--- src/rtl/tmr_pkg.sv ---
package tmr_pkg;
  localparam int CB_LEVEL  = 1;
  localparam int CB_EN     = 2;
  localparam int CB_PER    = 3;
  localparam int CB_PCAP   = 4;
  localparam int CB_WCAP   = 5;
  localparam int CB_SETV   = 6;
  localparam int CB_M32    = 8;
  localparam int CB_RT_LSB = 9;
  localparam int RT_W      = 5;

  localparam logic [31:0] CFG_WMASK = (32'd1 << CB_LEVEL) | (32'd1 << CB_EN) |
                                      (32'd1 << CB_PER) | (32'd1 << CB_SETV) |
                                      (32'd1 << CB_M32) |
                                      (((32'd1 << RT_W) - 32'd1) << CB_RT_LSB);
  localparam logic [31:0] CFG_RESET = (32'd1 << CB_PCAP) | (32'd1 << CB_WCAP);

  typedef struct packed {
    logic            en;
    logic            per;
    logic            setv;
    logic            m32;
    logic [RT_W-1:0] route;
  } chan_ctl_t;
endpackage

--- src/rtl/tmr_cfg_reg.sv ---
module tmr_cfg_reg
  import tmr_pkg::*;
(
  input  logic        clk,
  input  logic        rst,
  input  logic        glb_en,
  input  logic        cfg_we,
  input  logic [31:0] cfg_wdata,
  input  logic        clr_setval,
  output logic [31:0] cfg_word,
  output chan_ctl_t   ctl,
  output logic        restart_cfg,
  output logic        trunc_req
);
  logic [31:0] cfg_q;
  logic [31:0] cfg_next;

  assign cfg_next = (cfg_q & ~CFG_WMASK) | (cfg_wdata & CFG_WMASK);

  always_ff @(posedge clk) begin
    if (rst) begin
      cfg_q <= CFG_RESET;
    end else begin
      if (cfg_we)     cfg_q <= cfg_next;
      if (clr_setval) cfg_q[CB_SETV] <= 1'b0;
    end
  end

  // re-evaluate expiry when an enabled channel changes mode or width
  assign restart_cfg = cfg_we && glb_en && cfg_next[CB_EN] &&
                       ((cfg_next[CB_PER] ^ cfg_q[CB_PER]) ||
                        (cfg_next[CB_M32] && !cfg_q[CB_M32]) ||
                        !cfg_q[CB_EN]);
  assign trunc_req   = cfg_we && cfg_wdata[CB_M32];

  assign cfg_word  = cfg_q;
  assign ctl.en    = cfg_q[CB_EN];
  assign ctl.per   = cfg_q[CB_PER];
  assign ctl.setv  = cfg_q[CB_SETV];
  assign ctl.m32   = cfg_q[CB_M32];
  assign ctl.route = cfg_q[CB_RT_LSB +: RT_W];

  AST_RO_BITS: assert property (@(posedge clk) disable iff (rst)
    (cfg_q & ~CFG_WMASK) == CFG_RESET);
endmodule

--- src/rtl/tmr_cmp_unit.sv ---
module tmr_cmp_unit #(
  parameter int CNT_W     = 64,
  parameter int NARROW_W  = 32,
  parameter int MIN_TICKS = 6250,
  parameter int LATE_WIN  = 61035
) (
  input  logic             clk,
  input  logic             rst,
  input  logic [CNT_W-1:0] main_cnt,
  input  logic             eff_en,
  input  logic             mode32,
  input  logic             periodic,
  input  logic             setval,
  input  logic             cmp_we,
  input  logic [CNT_W-1:0] cmp_wdata,
  input  logic             trunc_req,
  input  logic             restart,
  output logic [CNT_W-1:0] cmp_q,
  output logic             fire,
  output logic             clr_setval
);
  localparam logic [CNT_W-1:0] NMASK = {{(CNT_W-NARROW_W){1'b0}}, {NARROW_W{1'b1}}};
  localparam logic [CNT_W-1:0] TOP_W = {1'b1, {(CNT_W-1){1'b0}}};
  localparam logic [CNT_W-1:0] TOP_N = {{(CNT_W-NARROW_W){1'b0}}, 1'b1, {(NARROW_W-1){1'b0}}};
  localparam logic [CNT_W-1:0]    MIN_V  = CNT_W'(MIN_TICKS);
  localparam logic [NARROW_W-1:0] LATE_V = NARROW_W'(LATE_WIN);

  logic [CNT_W-1:0] prd_q, cmp_n, prd_n;
  logic [CNT_W-1:0] wval, floor_v, prd_v, elapsed;
  logic             armed_q, armed_n, due, advance;

  assign wval    = mode32 ? (cmp_wdata & NMASK) : cmp_wdata;
  assign floor_v = (wval < MIN_V) ? MIN_V : wval;
  assign prd_v   = floor_v & ~(mode32 ? TOP_N : TOP_W);

  assign elapsed = main_cnt - cmp_q;
  assign due     = mode32 ? (elapsed[NARROW_W-1:0] <= LATE_V) : !elapsed[CNT_W-1];
  assign fire    = eff_en && due && armed_q;
  assign advance = eff_en && periodic && due && (prd_q != '0);
  assign clr_setval = cmp_we && setval;

  always_comb begin
    cmp_n = cmp_q;
    prd_n = prd_q;
    if (cmp_we) begin
      if (setval) begin
        cmp_n = wval;
      end else if (periodic) begin
        cmp_n = prd_v;
        prd_n = prd_v;
      end else begin
        cmp_n = wval;
      end
    end else if (advance) begin
      cmp_n = cmp_q + prd_q;
    end
    if (mode32 || trunc_req) begin
      cmp_n = cmp_n & NMASK;
      prd_n = prd_n & NMASK;
    end
  end

  always_comb begin
    if (cmp_we)                armed_n = 1'b1;
    else if (fire)             armed_n = 1'b0;
    else if (restart || !due)  armed_n = 1'b1;
    else                       armed_n = armed_q;
  end

  always_ff @(posedge clk) begin
    if (rst) begin
      cmp_q   <= '1;
      prd_q   <= '0;
      armed_q <= 1'b1;
    end else begin
      cmp_q   <= cmp_n;
      prd_q   <= prd_n;
      armed_q <= armed_n;
    end
  end

  AST_ONE_FIRE: assert property (@(posedge clk) disable iff (rst)
    fire && !cmp_we |=> !fire);
  AST_SETVAL_PERIOD: assert property (@(posedge clk) disable iff (rst)
    cmp_we && setval && !trunc_req |=> $stable(prd_q));
  AST_WIDE_TOP: assert property (@(posedge clk) disable iff (rst)
    cmp_we && !setval && periodic && !mode32 && !trunc_req |=> !prd_q[CNT_W-1]);
  AST_NARROW_HI: assert property (@(posedge clk) disable iff (rst)
    mode32 |-> ((cmp_q | prd_q) & ~NMASK) == '0);
endmodule

--- src/rtl/tmr_irq_out.sv ---
module tmr_irq_out
  import tmr_pkg::*;
#(
  parameter int CHAN_ID = 0
) (
  input  logic            clk,
  input  logic            rst,
  input  logic            fire,
  input  logic            legacy,
  input  logic [RT_W-1:0] route,
  output logic            irq_pulse,
  output logic [RT_W-1:0] irq_num
);
  localparam logic            HAS_LEG = (CHAN_ID < 2);
  localparam logic [RT_W-1:0] LEG_NUM = (CHAN_ID == 0) ? RT_W'(0) : RT_W'(8);

  logic [RT_W-1:0] num_sel;
  assign num_sel = (HAS_LEG && legacy) ? LEG_NUM : route;

  always_ff @(posedge clk) begin
    if (rst) begin
      irq_pulse <= 1'b0;
      irq_num   <= '0;
    end else begin
      irq_pulse <= fire;
      irq_num   <= num_sel;
    end
  end

  generate
    if (HAS_LEG) begin : g_leg
      AST_LEGACY_NUM: assert property (@(posedge clk) disable iff (rst)
        legacy |=> irq_num == LEG_NUM);
    end else begin : g_route
      AST_ROUTE_NUM: assert property (@(posedge clk) disable iff (rst)
        1'b1 |=> irq_num == $past(route));
    end
  endgenerate
endmodule

--- src/rtl/tmr_channel.sv ---
module tmr_channel
  import tmr_pkg::*;
#(
  parameter int          CNT_W     = 64,
  parameter int          NARROW_W  = 32,
  parameter int          CHAN_ID   = 0,
  parameter int          MIN_TICKS = 6250,
  parameter int          LATE_WIN  = 61035,
  parameter logic [31:0] ROUTE_CAP = 32'h00F0_0000
) (
  input  logic             clk,
  input  logic             rst,
  input  logic [CNT_W-1:0] main_cnt,
  input  logic             glb_en,
  input  logic             glb_legacy,
  input  logic             cfg_we,
  input  logic [31:0]      cfg_wdata,
  input  logic             cmp_we,
  input  logic [CNT_W-1:0] cmp_wdata,
  output logic [63:0]      cfg_rdata,
  output logic [CNT_W-1:0] cmp_rdata,
  output logic             irq_pulse,
  output logic [RT_W-1:0]  irq_num
);
  logic [31:0] cfg_word;
  chan_ctl_t   ctl;
  logic        restart_cfg, trunc_req, clr_setval, fire;
  logic        glb_en_q, restart, eff_en;

  always_ff @(posedge clk) begin
    if (rst) glb_en_q <= 1'b0;
    else     glb_en_q <= glb_en;
  end

  assign eff_en  = glb_en && ctl.en;
  assign restart = restart_cfg || (glb_en && !glb_en_q);

  tmr_cfg_reg u_cfg (
    .clk(clk), .rst(rst), .glb_en(glb_en), .cfg_we(cfg_we), .cfg_wdata(cfg_wdata),
    .clr_setval(clr_setval), .cfg_word(cfg_word), .ctl(ctl),
    .restart_cfg(restart_cfg), .trunc_req(trunc_req)
  );

  tmr_cmp_unit #(
    .CNT_W(CNT_W), .NARROW_W(NARROW_W), .MIN_TICKS(MIN_TICKS), .LATE_WIN(LATE_WIN)
  ) u_cmp (
    .clk(clk), .rst(rst), .main_cnt(main_cnt), .eff_en(eff_en), .mode32(ctl.m32),
    .periodic(ctl.per), .setval(ctl.setv), .cmp_we(cmp_we), .cmp_wdata(cmp_wdata),
    .trunc_req(trunc_req), .restart(restart), .cmp_q(cmp_rdata), .fire(fire),
    .clr_setval(clr_setval)
  );

  tmr_irq_out #(.CHAN_ID(CHAN_ID)) u_out (
    .clk(clk), .rst(rst), .fire(fire), .legacy(glb_legacy), .route(ctl.route),
    .irq_pulse(irq_pulse), .irq_num(irq_num)
  );

  assign cfg_rdata = {ROUTE_CAP, cfg_word};

  AST_PULSE_NEEDS_EN: assert property (@(posedge clk) disable iff (rst)
    irq_pulse |-> $past(glb_en));
  AST_PULSE_SINGLE: assert property (@(posedge clk) disable iff (rst)
    irq_pulse && !$past(cmp_we) |=> !irq_pulse);
endmodule

--- config.mk ---
export PLATFORM = sky130hd
export DESIGN_NAME = tmr_channel
export DESIGN_NICKNAME = d
export VERILOG_FILES = /design/src/rtl/tmr_pkg.sv /design/src/rtl/tmr_cfg_reg.sv /design/src/rtl/tmr_cmp_unit.sv /design/src/rtl/tmr_irq_out.sv /design/src/rtl/tmr_channel.sv
export SDC_FILE = /design/constraint.sdc
export NUM_CORES = 1
export LEC_CHECK = 0
export ABC_AREA = 1
export ABC_CLOCK_PERIOD_IN_PS = 3820
export BUFFER_PORTS_ARGS = -buffer_cell sky130_fd_sc_hd__buf_2
export CAP_MARGIN = 20
export CORE_ASPECT_RATIO = 1.4
export CORE_MARGIN = 3
export CORE_UTILIZATION = 57
export CTS_CLUSTER_SIZE = 14
export DETAILED_ROUTE_END_ITERATION = 16
export GPL_TIMING_DRIVEN = 1
export PLACE_DENSITY = 0.9
export SLEW_MARGIN = 20
export SYNTH_ARGS = -nofsm -noshare
export SYNTH_HDL_FRONTEND = slang
export SYNTH_SLANG_ARGS = --single-unit
--- constraint.sdc ---
create_clock -name clk -period 3.82 [get_ports clk]
set_input_delay 0.764 -clock clk [delete_from_list [all_inputs] [get_ports clk]]
set_output_delay 0.764 -clock clk [all_outputs]
set_load 0.05 [all_outputs]
==> Flow_metrics.wiki, run 1 <==
{| class="wikitable"
! Metric !! Value
|-
| Status || finished clean
|-
| Pwr dens || 373.0 nW/um^2
|-
| Clock skew after layout || 0.01006 ns
|-
| Beginning of the worst register-to-register path || u_cmp.cmp_q[1]
|-
| Number of buffers inserted to repair setup after CTS || 0
|-
| Min-delay src || u_cfg.cfg_word[10]
|-
| Avg Inst Size Synth || 5.834 um^2
|-
| Shortest clock period the worst path allows after layout || 3.576 ns
|-
| Hold-fix buffer count after cts || 0
|-
| First-pass GRT wire length || 89550 um
|-
| Width of the die || 143.6 um
|-
| Gpl congestion || 1.050
|-
| # setup viols final || 0
|-
| Reg2reg setup slack || 0.25 ns
|-
| Sw Pwr || 2.821 mW
|-
| Number of cell rows || 69
|-
| Worst Path Max Fanout || 12
|-
| Final-report hold violation count || 0
|-
| Crit path kind || in2reg
|-
| Type of the tightest min-delay check || reg2reg
|-
| Arrival time worst endpoint || 3.96 ns
|-
| Cell area after placement || 16450 um^2
|-
| Max-cap check violation count || 0
|-
| Reg2Reg Capture Point || u_cmp.cmp_q[39]
|-
| Largest net degree at the start of global routing || 59
|-
| Max-slew violation count || 0
|-
| Chain of cells forming the critical path || buf_2, inv_1, ha_1, fa_1, inv_1, buf_4, nand2_1, nand3_1, nand2_1, nand2_1, nand2_1, nand3_1, nand2_1, nor2_1, nand2_1, nor2_1, nand3_1, nand2_1, nand4_4, nand2_1, buf_4, nand2_1, nand3_1
|-
| Starting density of the core || 58.76%
|-
| Utilization of the core after routing || 66.41%
|-
| Transition time at the pin with the least slew margin || 0.7486 ns
|-
| Final Total Pwr || 6.373 mW
|-
| Total of buffers placed on input and output ports || 223
|-
| Number of buffers on the longest clock path || 2
|-
| Fraction of power consumed by combinational cells || 43.2%
|-
| HPWL after detailed placement || 47400 um
|-
| Synthesized instance count || 2591
|-
| Achievable frequency || 279.6 MHz
|-
| Number of antenna violations at the first check in global routing || 0
|-
| Library cell appearing most often on the critical path || nand2_1
|-
| Unrepaired setup endpoints after global routing || false
|-
| DRC Markers || 0
|-
| Post-DR wirelength/cell || 18.61 um
|-
| Largest delay contributor family on the critical path || simple AND/OR/NAND/NOR gates
|-
| Sequential share of power || 27.4%
|-
| Ratio of routed vias to standard cells || 5.761
|-
| Total clock sinks || 146
|-
| Wire length after detailed routing || 58440 um
|-
| Clock input transition at the sequential cells of the worst setup and hold paths || 0.06 ns
|-
| Top-level port count || 300
|-
| Area of the die || 28540 um^2
|-
| Depth of the most critical reg-to-reg path || 21
|-
| Synth Warn # || 0
|-
| Part of the Yosys area used for sequential elements || 19.33%
|-
| Skew-Pair Late Insertion Delay || 0.45 ns
|-
| Final net count || 3102
|-
| Vias in the first global route || 17750
|-
| CP Data Required Time || 4.21 ns
|-
| Cell internal power dissipation || 3.552 mW
|-
| Routed vias || 18090
|-
| Inserted Clock Buffers || 17
|-
| Clock root cell || clkbuf_16
|-
| Standard cell with the maximum stage delay on the critical path || fa_1
|-
| Iteration count of the initial detailed-routing pass || 10
|-
| Kind of end point of the critical path || register
|-
| VDD IR-drop max || 0.2850 mV
|-
| H-tree Lvls || 4
|-
| Count of cells along the worst hold path || 2
|-
| Worst stage delay on the critical path || 0.41 ns
|-
| Layout cells sized above 1 || 11.84%
|-
| Drt initial violations || 1440
|-
| Post-synth design cell area || 15120 um^2
|-
| Number of unique standard cell types used by synthesis || 53
|-
| Layout Area Growth over Synthesis || 13.03%
|-
| TritonCTS clock tree || built
|-
| Proportion of total power due to net switching || 44.27%
|-
| Leakage || 9.737 nW
|-
| Capture endpoint of the worst hold path || u_out.irq_num[1]
|-
| Post-route fraction of the period consumed by the critical path || 93.62%
|-
| Number of nets with antenna violations after detailed routing || 0
|-
| Global-route usage over all layers || 40.21%
|-
| Chip Height || 198.7 um
|-
| Total core area || 25730 um^2
|-
| Sum of overflow across all layers after global routing || 0
|-
| Clock network power share || 29.4%
|-
| Type of origin of the critical path || input port
|-
| Post-cts repair resize count || 0
|-
| Cell area after layout || 17090 um^2
|-
| WP buf/inv || 5
|-
| Antenna Diode Count || 0
|-
| Number of flip-flops and latches in the synthesized netlist || 146
|-
| Max-slew headroom || 50.02%
|}
-- kinds of logic after synthesis --
family / Yosys count / synth area share [%]
adders and majority gates: 128 / 10.69
other: 2 / 0.04968
and+or+nand+nor: 1293 / 36.14
buffers and inverters: 556 / 16.07
AOI/OAI and AO/OA: 431 / 15.68
DFF: 146 / 19.33
xor gates and xnor gates: 35 / 2.028
-- synth_stat cells, drive strengths merged --
cell,instances,area share (%)
a211oi,4,0.20
a21boi,5,0.25
a21o,7,0.36
a21oi,221,7.3
a221oi,2,0.12
a22o,3,0.17
a22oi,1,0.050
a31oi,15,0.62
a32oi,1,0.058
and2,7,0.29
and3,5,0.21
buf,81,3.9
clkbuf,42,1.3
conb,2,0.050
dfxtp,146,19
dlymetal6s2s,1,0.083
fa,2,0.26
ha,126,10
inv,432,11
nand2,721,18
nand3,237,8.1
nand3b,7,0.35
nand4,34,1.4
nor2,227,5.7
nor3,18,0.60
nor4,27,1.1
o2111ai,1,0.058
o211ai,16,0.79
o21a,10,0.50
o21ai,124,4.1
o21bai,12,0.60
o221ai,6,0.35
o22ai,2,0.083
o311ai,1,0.058
or2,9,0.37
or3b,1,0.058
xnor2,11,0.64
xor2,24,1.4
-- worst max path at each step --
stage / cells after the start / startpoint / to / slack, ns
after floorplan: 23 / main_cnt[0] / u_cmp.cmp_q[53] / 0.73
after global placement: 22 / main_cnt[0] / u_cmp.cmp_q[45] / 0.01
after detailed placement: 23 / main_cnt[0] / u_cmp.cmp_q[39] / -0.08
after CTS: 23 / main_cnt[0] / u_cmp.cmp_q[39] / 0.36
after global routing: 21 / u_cmp.cmp_q[1] / u_cmp.cmp_q[36] / 0.007
final: 23 / main_cnt[0] / u_cmp.cmp_q[39] / 0.24
-- per-layer routing --
metal	vias to the layer above	wire [um]	global-route usage (%)
met5	-	0	0
met4	0	5916	33.60
met3	334	3720	5.940
met2	927	29460	73.50
met1	8131	19340	39.07
li1	8699	-	-
-- layout by cell type, fill, tap and decap left out, drive strengths merged, types with 7 or more instances in the layout --
cell type	instances
nand2	721
inv	436
buf	270
nand3	237
nor2	227
a21oi	221
dfxtp	146
ha	126
o21ai	124
conb	54
nand4	34
nor4	27
xor2	24
nor3	18
clkbuf	18
o211ai	16
a31oi	15
o21bai	12
xnor2	11
o21a	10
or2	9
nand3b	7
and2	7
a21o	7
-- tightest hold or removal path: cells and delay by family, from the launching register on --
kind	cells	cell delay (ns)
buffers and inverters	1	0.07
AND/OR/NAND/NOR	1	0.04
flip-flops	1	0.31
-- cell type report --
class	instances	area (um^2)
flip-flops and latches	146	2923
inverters	432	1622
clock inverters	14	198.9
repair buffers	270	1531
fillers	2411	8641
multi-input cells	1941	9973
well taps	319	399.1
clock buffers	18	439.2
-- registers in the layout, indices dropped and copies added (netlist names) --
name and flops:
u_out.irq_num 5, glb_en_q 1, u_cmp.armed_q 1, u_out.irq_pulse 1, u_cfg.cfg_word 10, u_cmp.prd_q 64
u_cmp.cmp_q 64
-- power by group through the flow --
stage,registers (mW),logic (mW),clock network [mW]
2_1_floorplan,2.00,1.70,0
3_3_place_gp,1.77,2.63,0
3_5_place_dp,1.78,2.68,0
4_1_cts,1.74,2.70,1.87
5_1_grt,1.76,3.02,1.93
6_report,1.75,2.75,1.87
-- stage by stage --
stage / cells / hold WS [ns] / setup slack [ns] / TNS (ns)
after floorplan: 2643 / 0.4436 / 0.7263 / 0
after global placement: 3108 / 0.4381 / 0.01118 / 0
after detailed placement: 3108 / 0.4464 / -0.07906 / -2.548
after CTS: 3140 / 0.4553 / 0.3611 / 0
after global routing: 3140 / 0.4588 / 0.007265 / 0
final: 3140 / 0.4578 / 0.2437 / 0
(Power assumes the default switching activity.)
==> run 2: changes to the inputs <==
--- a/config.mk
+++ b/config.mk
@@ -7,15 +7,16 @@
 export LEC_CHECK = 0
 export ABC_AREA = 1
 export ABC_CLOCK_PERIOD_IN_PS = 3820
-export BUFFER_PORTS_ARGS = -buffer_cell sky130_fd_sc_hd__buf_2
 export CAP_MARGIN = 20
 export CORE_ASPECT_RATIO = 1.4
 export CORE_MARGIN = 3
-export CORE_UTILIZATION = 57
+export CORE_UTILIZATION = 60
+export CTS_CLUSTER_DIAMETER = 80
 export CTS_CLUSTER_SIZE = 14
 export DETAILED_ROUTE_END_ITERATION = 16
+export DONT_BUFFER_PORTS = 1
 export GPL_TIMING_DRIVEN = 1
-export PLACE_DENSITY = 0.9
+export PLACE_DENSITY = 0.84
 export SLEW_MARGIN = 20
 export SYNTH_ARGS = -nofsm -noshare
 export SYNTH_HDL_FRONTEND = slang
==> run 2 against run 1 <==
Core utilization fell by 0.97 points. Cell count fell by 6.0%. Global-route usage decreased by 0.50 points. Final area down 5.2%. Highest routed layer unchanged.
==> Flow_metrics.wiki, run 2 (same netlist as run 1, synthesis figures left out) <==
{| class="wikitable"
! Metric !! Value
|-
| Number of nets with antenna violations after detailed routing || 0 (unchanged)
|-
| Kind of end point of the critical path || register
|-
| Final-report hold violation count || 0 (unchanged)
|-
| Total of buffers placed on input and output ports || 0 (-100%)
|-
| Smallest setup slack after layout || 0.3669 ns (+0.1232 ns)
|-
| Skew-Pair Late Insertion Delay || 0.45 ns (about the same)
|-
| Top-level port count || 300 (unchanged)
|-
| Status || finished clean
|-
| Startpoint of the worst setup timing path || u_cmp.cmp_q[8]
|-
| Vias in the first global route || 16870 (-5.0%)
|-
| Beginning of the worst register-to-register path || u_cmp.cmp_q[8]
|-
| Utilization of the core after routing || 65.44% (-0.97 points)
|-
| Post-cts repair resize count || 0 (unchanged)
|-
| Leading cell types in the layout, fill and taps excluded || nand2_1, inv_1, nand3_1
|-
| Sum of overflow across all layers after global routing || 0 (unchanged)
|-
| Hold-fix buffer count after cts || 0 (unchanged)
|-
| Antenna Diode Count || 0 (unchanged)
|-
| Number of cell rows || 68 (-1.4%)
|-
| Depth of the most critical reg-to-reg path || 19 (-9.5%)
|-
| Reg2Reg Capture Point || u_cmp.cmp_q[40]
|-
| Largest net degree at the start of global routing || 62 (+5.1%)
|-
| Inserted Clock Buffers || 17 (unchanged)
|-
| VDD IR-drop max || 0.4155 mV (+46%)
|-
| Total clock sinks || 146 (unchanged)
|-
| Chip Height || 193.8 um (-2.5%)
|-
| Routed vias || 17370 (-4.0%)
|-
| H-tree Lvls || 4 (unchanged)
|-
| Width of the die || 140.2 um (-2.4%)
|-
| First-pass GRT wire length || 86330 um (-3.6%)
|-
| Filler cells || 2402 (-0.37%)
|-
| HPWL after detailed placement || 45450 um (-4.1%)
|-
| Starting density of the core || 61.06% (+2.3 points)
|-
| Arrival time worst endpoint || 3.76 ns (-0.20 ns)
|-
| Max-slew headroom || 25.01% (-25 points)
|-
| Max-cap check violation count || 0 (unchanged)
|-
| Wire length after detailed routing || 55790 um (-4.5%)
|-
| Max-slew violation count || 0 (unchanged)
|-
| Post-DR wirelength/cell || 18.89 um (+1.5%)
|-
| Post-route fraction of the period consumed by the critical path || 90.39% (-3.2 points)
|-
| Most common cell after layout, fill and taps aside || nand2_1
|-
| Number of antenna violations at the first check in global routing || 0 (unchanged)
|-
| Capture endpoint of the worst hold path || u_cmp.prd_q[25]
|-
| Number of buffers on the longest clock path || 2 (unchanged)
|-
| Drt initial violations || 1621 (+13%)
|-
| Crit path kind || reg2reg
|-
| Clock root cell || clkbuf_16
|-
| Type of origin of the critical path || register
|-
| Worst Path Max Fanout || 47 (+35)
|-
| Total core area || 24760 um^2 (-3.8%)
|-
| Unrepaired setup endpoints after global routing || false
|-
| DRC Markers || 0 (unchanged)
|-
| Shortest clock period the worst path allows after layout || 3.453 ns (-0.1232 ns)
|-
| Type of the tightest min-delay check || in2reg
|-
| Transition time at the pin with the least slew margin || 1.115 ns (+0.3660 ns)
|-
| Layout Area Growth over Synthesis || 7.184%
|-
| Number of standard cells in the layout, taps in and fillers out || 2953 (-6.0%)
|-
| Total negative setup slack || 0 ns (unchanged)
|-
| Global-route usage over all layers || 39.71% (-0.50 points)
|-
| Layout cells sized above 1 || 5.724% (-6.1 points)
|-
| Gpl congestion || 1.093 (+4.1%)
|-
| Leakage || 9.025 nW (-7.3%)
|-
| Achievable frequency || 289.6 MHz (+3.6%)
|-
| Pwr dens || 378.2 nW/um^2 (+1.4%)
|-
| Reg2reg setup slack || 0.37 ns (+0.12 ns)
|-
| Clock input transition at the sequential cells of the worst setup and hold paths || 0.06 ns (about the same)
|-
| # setup viols final || 0 (unchanged)
|-
| Final net count || 2919 (-5.9%)
|-
| TritonCTS clock tree || built
|-
| Number of buffers inserted to repair setup after CTS || 0 (unchanged)
|-
| Pre-CTS worst setup slack || 0.02859 ns (+0.1077 ns)
|-
| Min-delay src || rst
|-
| Iteration count of the initial detailed-routing pass || 6 (-4)
|-
| Count of cells along the worst hold path || 1 (-1)
|-
| Area of the die || 27160 um^2 (-4.8%)
|-
| Number of instances in the placed design || 2921 (-6.0%)
|-
| Clock skew after layout || 0.009868 ns (-0.0001881 ns)
|-
| Ratio of routed vias to standard cells || 5.882 (+2.1%)
|-
| CP Data Required Time || 4.13 ns (-0.08 ns)
|-
| Hold WS || 0.3855 ns (-0.07231 ns)
|}
## run 2: changes by cell type in the layout (fill, tap and decap cells not counted)
| cell | change |
|---|---|
| bufinv_16 | -2 |
| clkinv_4 | -1 |
| clkinvlp_4 | +3 |
| clkinv_2 | -1 |
| buf_12 | -2 |
| buf_2 | -223 |
| clkbuf_8 | +1 |
| buf_4 | +42 |
## run 2: how the worst max path moves through the flow
stage | endpoint | slack [ns] | depth (start not counted)
after floorplan | u_cmp.cmp_q[53] | 0.73 | 23
final | u_cmp.cmp_q[40] | 0.37 | 19
after global placement | u_cmp.cmp_q[55] | 0.12 | 20
after detailed placement | u_cmp.cmp_q[56] | 0.03 | 20
after global routing | u_cmp.cmp_q[51] | 0.01 | 24
after CTS | u_cmp.cmp_q[56] | 0.37 | 19
## run 2: power by group
| part | switching (mW) | leakage (nW) | internal (mW) |
|---|---|---|---|
| Combinational | 1.86 | 7.54 | 0.767 |
| Sequential | 0.126 | 1.20 | 1.62 |
| Clock | 0.745 | 0.283 | 1.00 |
## run 2: critical path: stages, from the launching register on
cell and delay [ns]:
dfxtp_1 0.36, buf_4 0.23, inv_1 0.06, ha_1 0.38
nand2_1 0.15, nor2_1 0.25, nand3_1 0.14, nand3_1 0.23
nand2_1 0.11, nand2_1 0.07, nand2_1 0.05, nor2_1 0.13
a21oi_1 0.08, nand2_1 0.14, nand3_1 0.17, nand2_1 0.16
nand4_4 0.13, buf_12 0.21, nand3_1 0.11, nand3_1 0.09
## run 2: routing by layer
metal	routed length, um	vias up	share of wire, %	global-route usage, %
li1	-	8333	-	-
met1	18440	7961	33	38.20
met2	29230	828	52	74.84
met3	3340	249	6.0	5.922
met4	4784	0	8.6	29.23
met5	0	-	0	0
## run 2: per-stage QoR
step / power [mW] / area (um^2)
after floorplan: 3.698 / 15310
after global placement: 4.305 / 15600
after detailed placement: 4.354 / 15600
after CTS: 6.077 / 16200
after global routing: 6.457 / 16200
final: 6.128 / 16200
## run 2: cell type report
class                      count  area, um^2  area share [%]
clock buffer                  19       452.9           2.795
tap                          315       394.1           2.432
multi-input combinational   1941        9973           61.55
sequential                   146        2923           18.04
clock inverter                13       147.6          0.9112
timing repair buffer          87       690.7           4.263
inverter                     432        1622           10.01
==> run 3: changes to the inputs <==
--- a/config.mk
+++ b/config.mk
@@ -10,14 +10,15 @@
 export CAP_MARGIN = 20
 export CORE_ASPECT_RATIO = 1.4
 export CORE_MARGIN = 3
-export CORE_UTILIZATION = 60
+export CORE_UTILIZATION = 45
 export CTS_CLUSTER_DIAMETER = 80
 export CTS_CLUSTER_SIZE = 14
 export DETAILED_ROUTE_END_ITERATION = 16
 export DONT_BUFFER_PORTS = 1
 export GPL_TIMING_DRIVEN = 1
-export PLACE_DENSITY = 0.84
+export PLACE_DENSITY = 0.68
 export SLEW_MARGIN = 20
 export SYNTH_ARGS = -nofsm -noshare
 export SYNTH_HDL_FRONTEND = slang
 export SYNTH_SLANG_ARGS = --single-unit
+export TNS_END_PERCENT = 20
==> run 3 against run 2 <==
Combinational power up 2%. Cell count is 5.0% higher. Wire length up 5.3%. Die area rose by 32%. Clock-buffer cell count grew 5. Via count decreased by 3.5%. Critical path type unchanged.
==> Flow_metrics.wiki, run 3 (same netlist as run 1, synthesis figures left out) <==
{| class="wikitable"
! Metric !! Value
|-
| # setup viols final || 0 (unchanged)
|-
| Crit path kind || reg2reg
|-
| Filler cells || 3579 (+49%)
|-
| Utilization of the core after routing || 50.56% (-15 points)
|-
| Largest delay contributor family on the critical path || compound AO/OA/AOI/OAI gates
|-
| Status || finished clean
|-
| Leakage || 9.170 nW (+1.6%)
|-
| Iteration count of the initial detailed-routing pass || 6 (unchanged)
|-
| Total negative setup slack || 0 ns (unchanged)
|-
| Starting density of the core || 46.10% (-15 points)
|-
| Number of instances in the placed design || 3068 (+5.0%)
|-
| H-tree Lvls || 4 (unchanged)
|-
| VDD IR-drop max || 0.3332 mV (-20%)
|-
| Final net count || 2941 (+0.75%)
|-
| Inserted Clock Buffers || 17 (unchanged)
|-
| Global-route usage over all layers || 31.87% (-7.8 points)
|-
| Transition time at the pin with the least slew margin || 0.7962 ns (-0.3184 ns)
|-
| Drt initial violations || 1102 (-32%)
|-
| Wire length on met2 || 31740 um (+8.6%)
|-
| Clock root cell || clkbuf_16
|-
| Width of the die || 160.9 um (+15%)
|-
| Library cell appearing most often on the critical path || nand2_1
|-
| Number of antenna violations at the first check in global routing || 0 (unchanged)
|-
| Hold-fix buffer count after cts || 0 (unchanged)
|-
| WP buf/inv || 2 (-1)
|-
| Top routing layer in use || met4
|-
| Total core area || 32790 um^2 (+32%)
|-
| Number of standard cells in the layout, taps in and fillers out || 3101 (+5.0%)
|-
| Routed vias || 16770 (-3.5%)
|-
| Max-slew headroom || 46.36% (+21 points)
|-
| Post-cts repair resize count || 0 (unchanged)
|-
| Unrepaired setup endpoints after global routing || false
|-
| DRC Markers || 0 (unchanged)
|-
| Pre-CTS worst setup slack || 0.06148 ns (+0.03289 ns)
|-
| Layout Area Growth over Synthesis || 9.684%
|-
| Post-route fraction of the period consumed by the critical path || 91.85% (+1.5 points)
|-
| Type of origin of the critical path || register
|-
| Max-slew violation count || 0 (unchanged)
|-
| Max-cap check violation count || 0 (unchanged)
|-
| Number of nets with antenna violations after detailed routing || 0 (unchanged)
|-
| Reg2reg setup slack || 0.31 ns (-0.06 ns)
|-
| Arrival time worst endpoint || 3.84 ns (+0.08 ns)
|-
| Layout cells sized above 1 || 6.391% (+0.67 points)
|-
| Number of buffers on the longest clock path || 2 (unchanged)
|-
| Type of the tightest min-delay check || in2reg
|-
| Gpl congestion || 1.041 (-4.8%)
|-
| Vias in the first global route || 16400 (-2.8%)
|-
| Clock input transition at the sequential cells of the worst setup and hold paths || 0.06 ns (about the same)
|-
| Total of buffers placed on input and output ports || 0 (unchanged)
|-
| Worst Path Max Fanout || 4 (-91%)
|-
| Clock skew after layout || 0.009418 ns (-0.0004502 ns)
|-
| TritonCTS clock tree || built
|-
| Smallest setup slack after layout || 0.3114 ns (-0.05552 ns)
|-
| Kind of end point of the critical path || register
|-
| Number of cell rows || 78 (+15%)
|-
| Met3 routed WL || 2761 um (-17%)
|-
| Final-report hold violation count || 0 (unchanged)
|-
| CP Data Required Time || 4.15 ns (+0.02 ns)
|-
| Top-level port count || 300 (unchanged)
|-
| Worst stage delay on the critical path || 0.58 ns (+0.20 ns)
|-
| Shortest clock period the worst path allows after layout || 3.509 ns (+0.05552 ns)
|-
| Wire length after detailed routing || 58770 um (+5.3%)
|-
| Total clock sinks || 146 (unchanged)
|-
| Skew-Pair Late Insertion Delay || 0.46 ns (about the same)
|-
| Area of the die || 35860 um^2 (+32%)
|-
| Met1 WL || 20440 um (+11%)
|-
| Chain of cells forming the critical path || buf_4, ha_1, nand3_1, nand2_1, a21oi_1, o21ai_0, a21boi_0, o21ai_0, nand2_1, nand2_1, nand2_1, nand2_1, nand2_1, nand3_1, nand2_1, inv_1, nand2_1, nand3_1
|-
| Sum of overflow across all layers after global routing || 0 (unchanged)
|-
| Pwr dens || 375.0 nW/um^2 (-0.84%)
|-
| Leading cell types in the layout, fill and taps excluded || nand2_1, inv_1, nand3_1
|-
| Most common cell after layout, fill and taps aside || nand2_1
|-
| Chip Height || 222.9 um (+15%)
|-
| Multi-input gate area in the final layout || 9973 um^2 (unchanged)
|-
| Standard cell with the maximum stage delay on the critical path || a21boi_0
|-
| Achievable frequency || 285.0 MHz (-1.6%)
|-
| First-pass GRT wire length || 89200 um (+3.3%)
|-
| Post-DR wirelength/cell || 18.95 um (+0.32%)
|-
| Ratio of routed vias to standard cells || 5.406 (-8.1%)
|-
| Number of buffers inserted to repair setup after CTS || 0 (unchanged)
|-
| Footprint of the flip-flops and latches || 2923 um^2 (unchanged)
|-
| HPWL after detailed placement || 49110 um (+8.0%)
|-
| Largest net degree at the start of global routing || 62 (unchanged)
|}
-- run 3: cell type report --
| type | count | area share (%) |
|---|---|---|
| clock buffers | 24 | 2.966 |
| well taps | 440 | 3.320 |
| repair buffers | 109 | 5.388 |
| flip-flops and latches | 146 | 17.63 |
| clock inverters | 8 | 0.7546 |
| multi-input cells | 1941 | 60.15 |
| inverters | 432 | 9.780 |
| diodes | 1 | 0.01509 |
-- run 3: stage by stage --
stage	instance area (um^2)	hold slack [ns]	power (mW)
floorplan	15310	0.4436	3.698
global placement	15960	0.4665	4.394
detailed placement	15960	0.4717	4.420
CTS	16580	0.3568	6.217
global route	16580	0.3714	6.582
finish	16580	0.3813	6.218
-- run 3: routing by layer --
layer  track usage (%)  vias up
li1                  -     8378
met3             4.662      179
met1             31.32     7628
met4             19.22        0
met2             62.00      580
met5                 0        -
-- run 3: final timing paths --
| kind | startpoint | endpoint | cells past startpoint |
|---|---|---|---|
| setup / recovery | u_cmp.cmp_q[1] | u_cmp.cmp_q[37] | 18 |
| hold / removal | rst | u_cmp.prd_q[25] | 1 |
| setup reg to reg | u_cmp.cmp_q[1] | u_cmp.cmp_q[37] | 18 |
| hold reg to reg | u_cmp.prd_q[29] | u_cmp.prd_q[29] | 2 |
-- run 3: report_power, final --
part / switching, mW / total, mW / internal [mW]
logic: 1.88 / 2.68 / 0.796
clock network: 0.702 / 1.80 / 1.10
registers: 0.121 / 1.74 / 1.62
-- run 3: worst reg2reg max path, delay by kind of cell (launching register included) --
family | cells | cell delay [ns]
AOI/OAI and AO/OA | 4 | 1.35
and+or+nand+nor | 11 | 1.10
DFF | 1 | 0.38
buffers and inverters | 2 | 0.28
adders and majority gates | 1 | 0.26
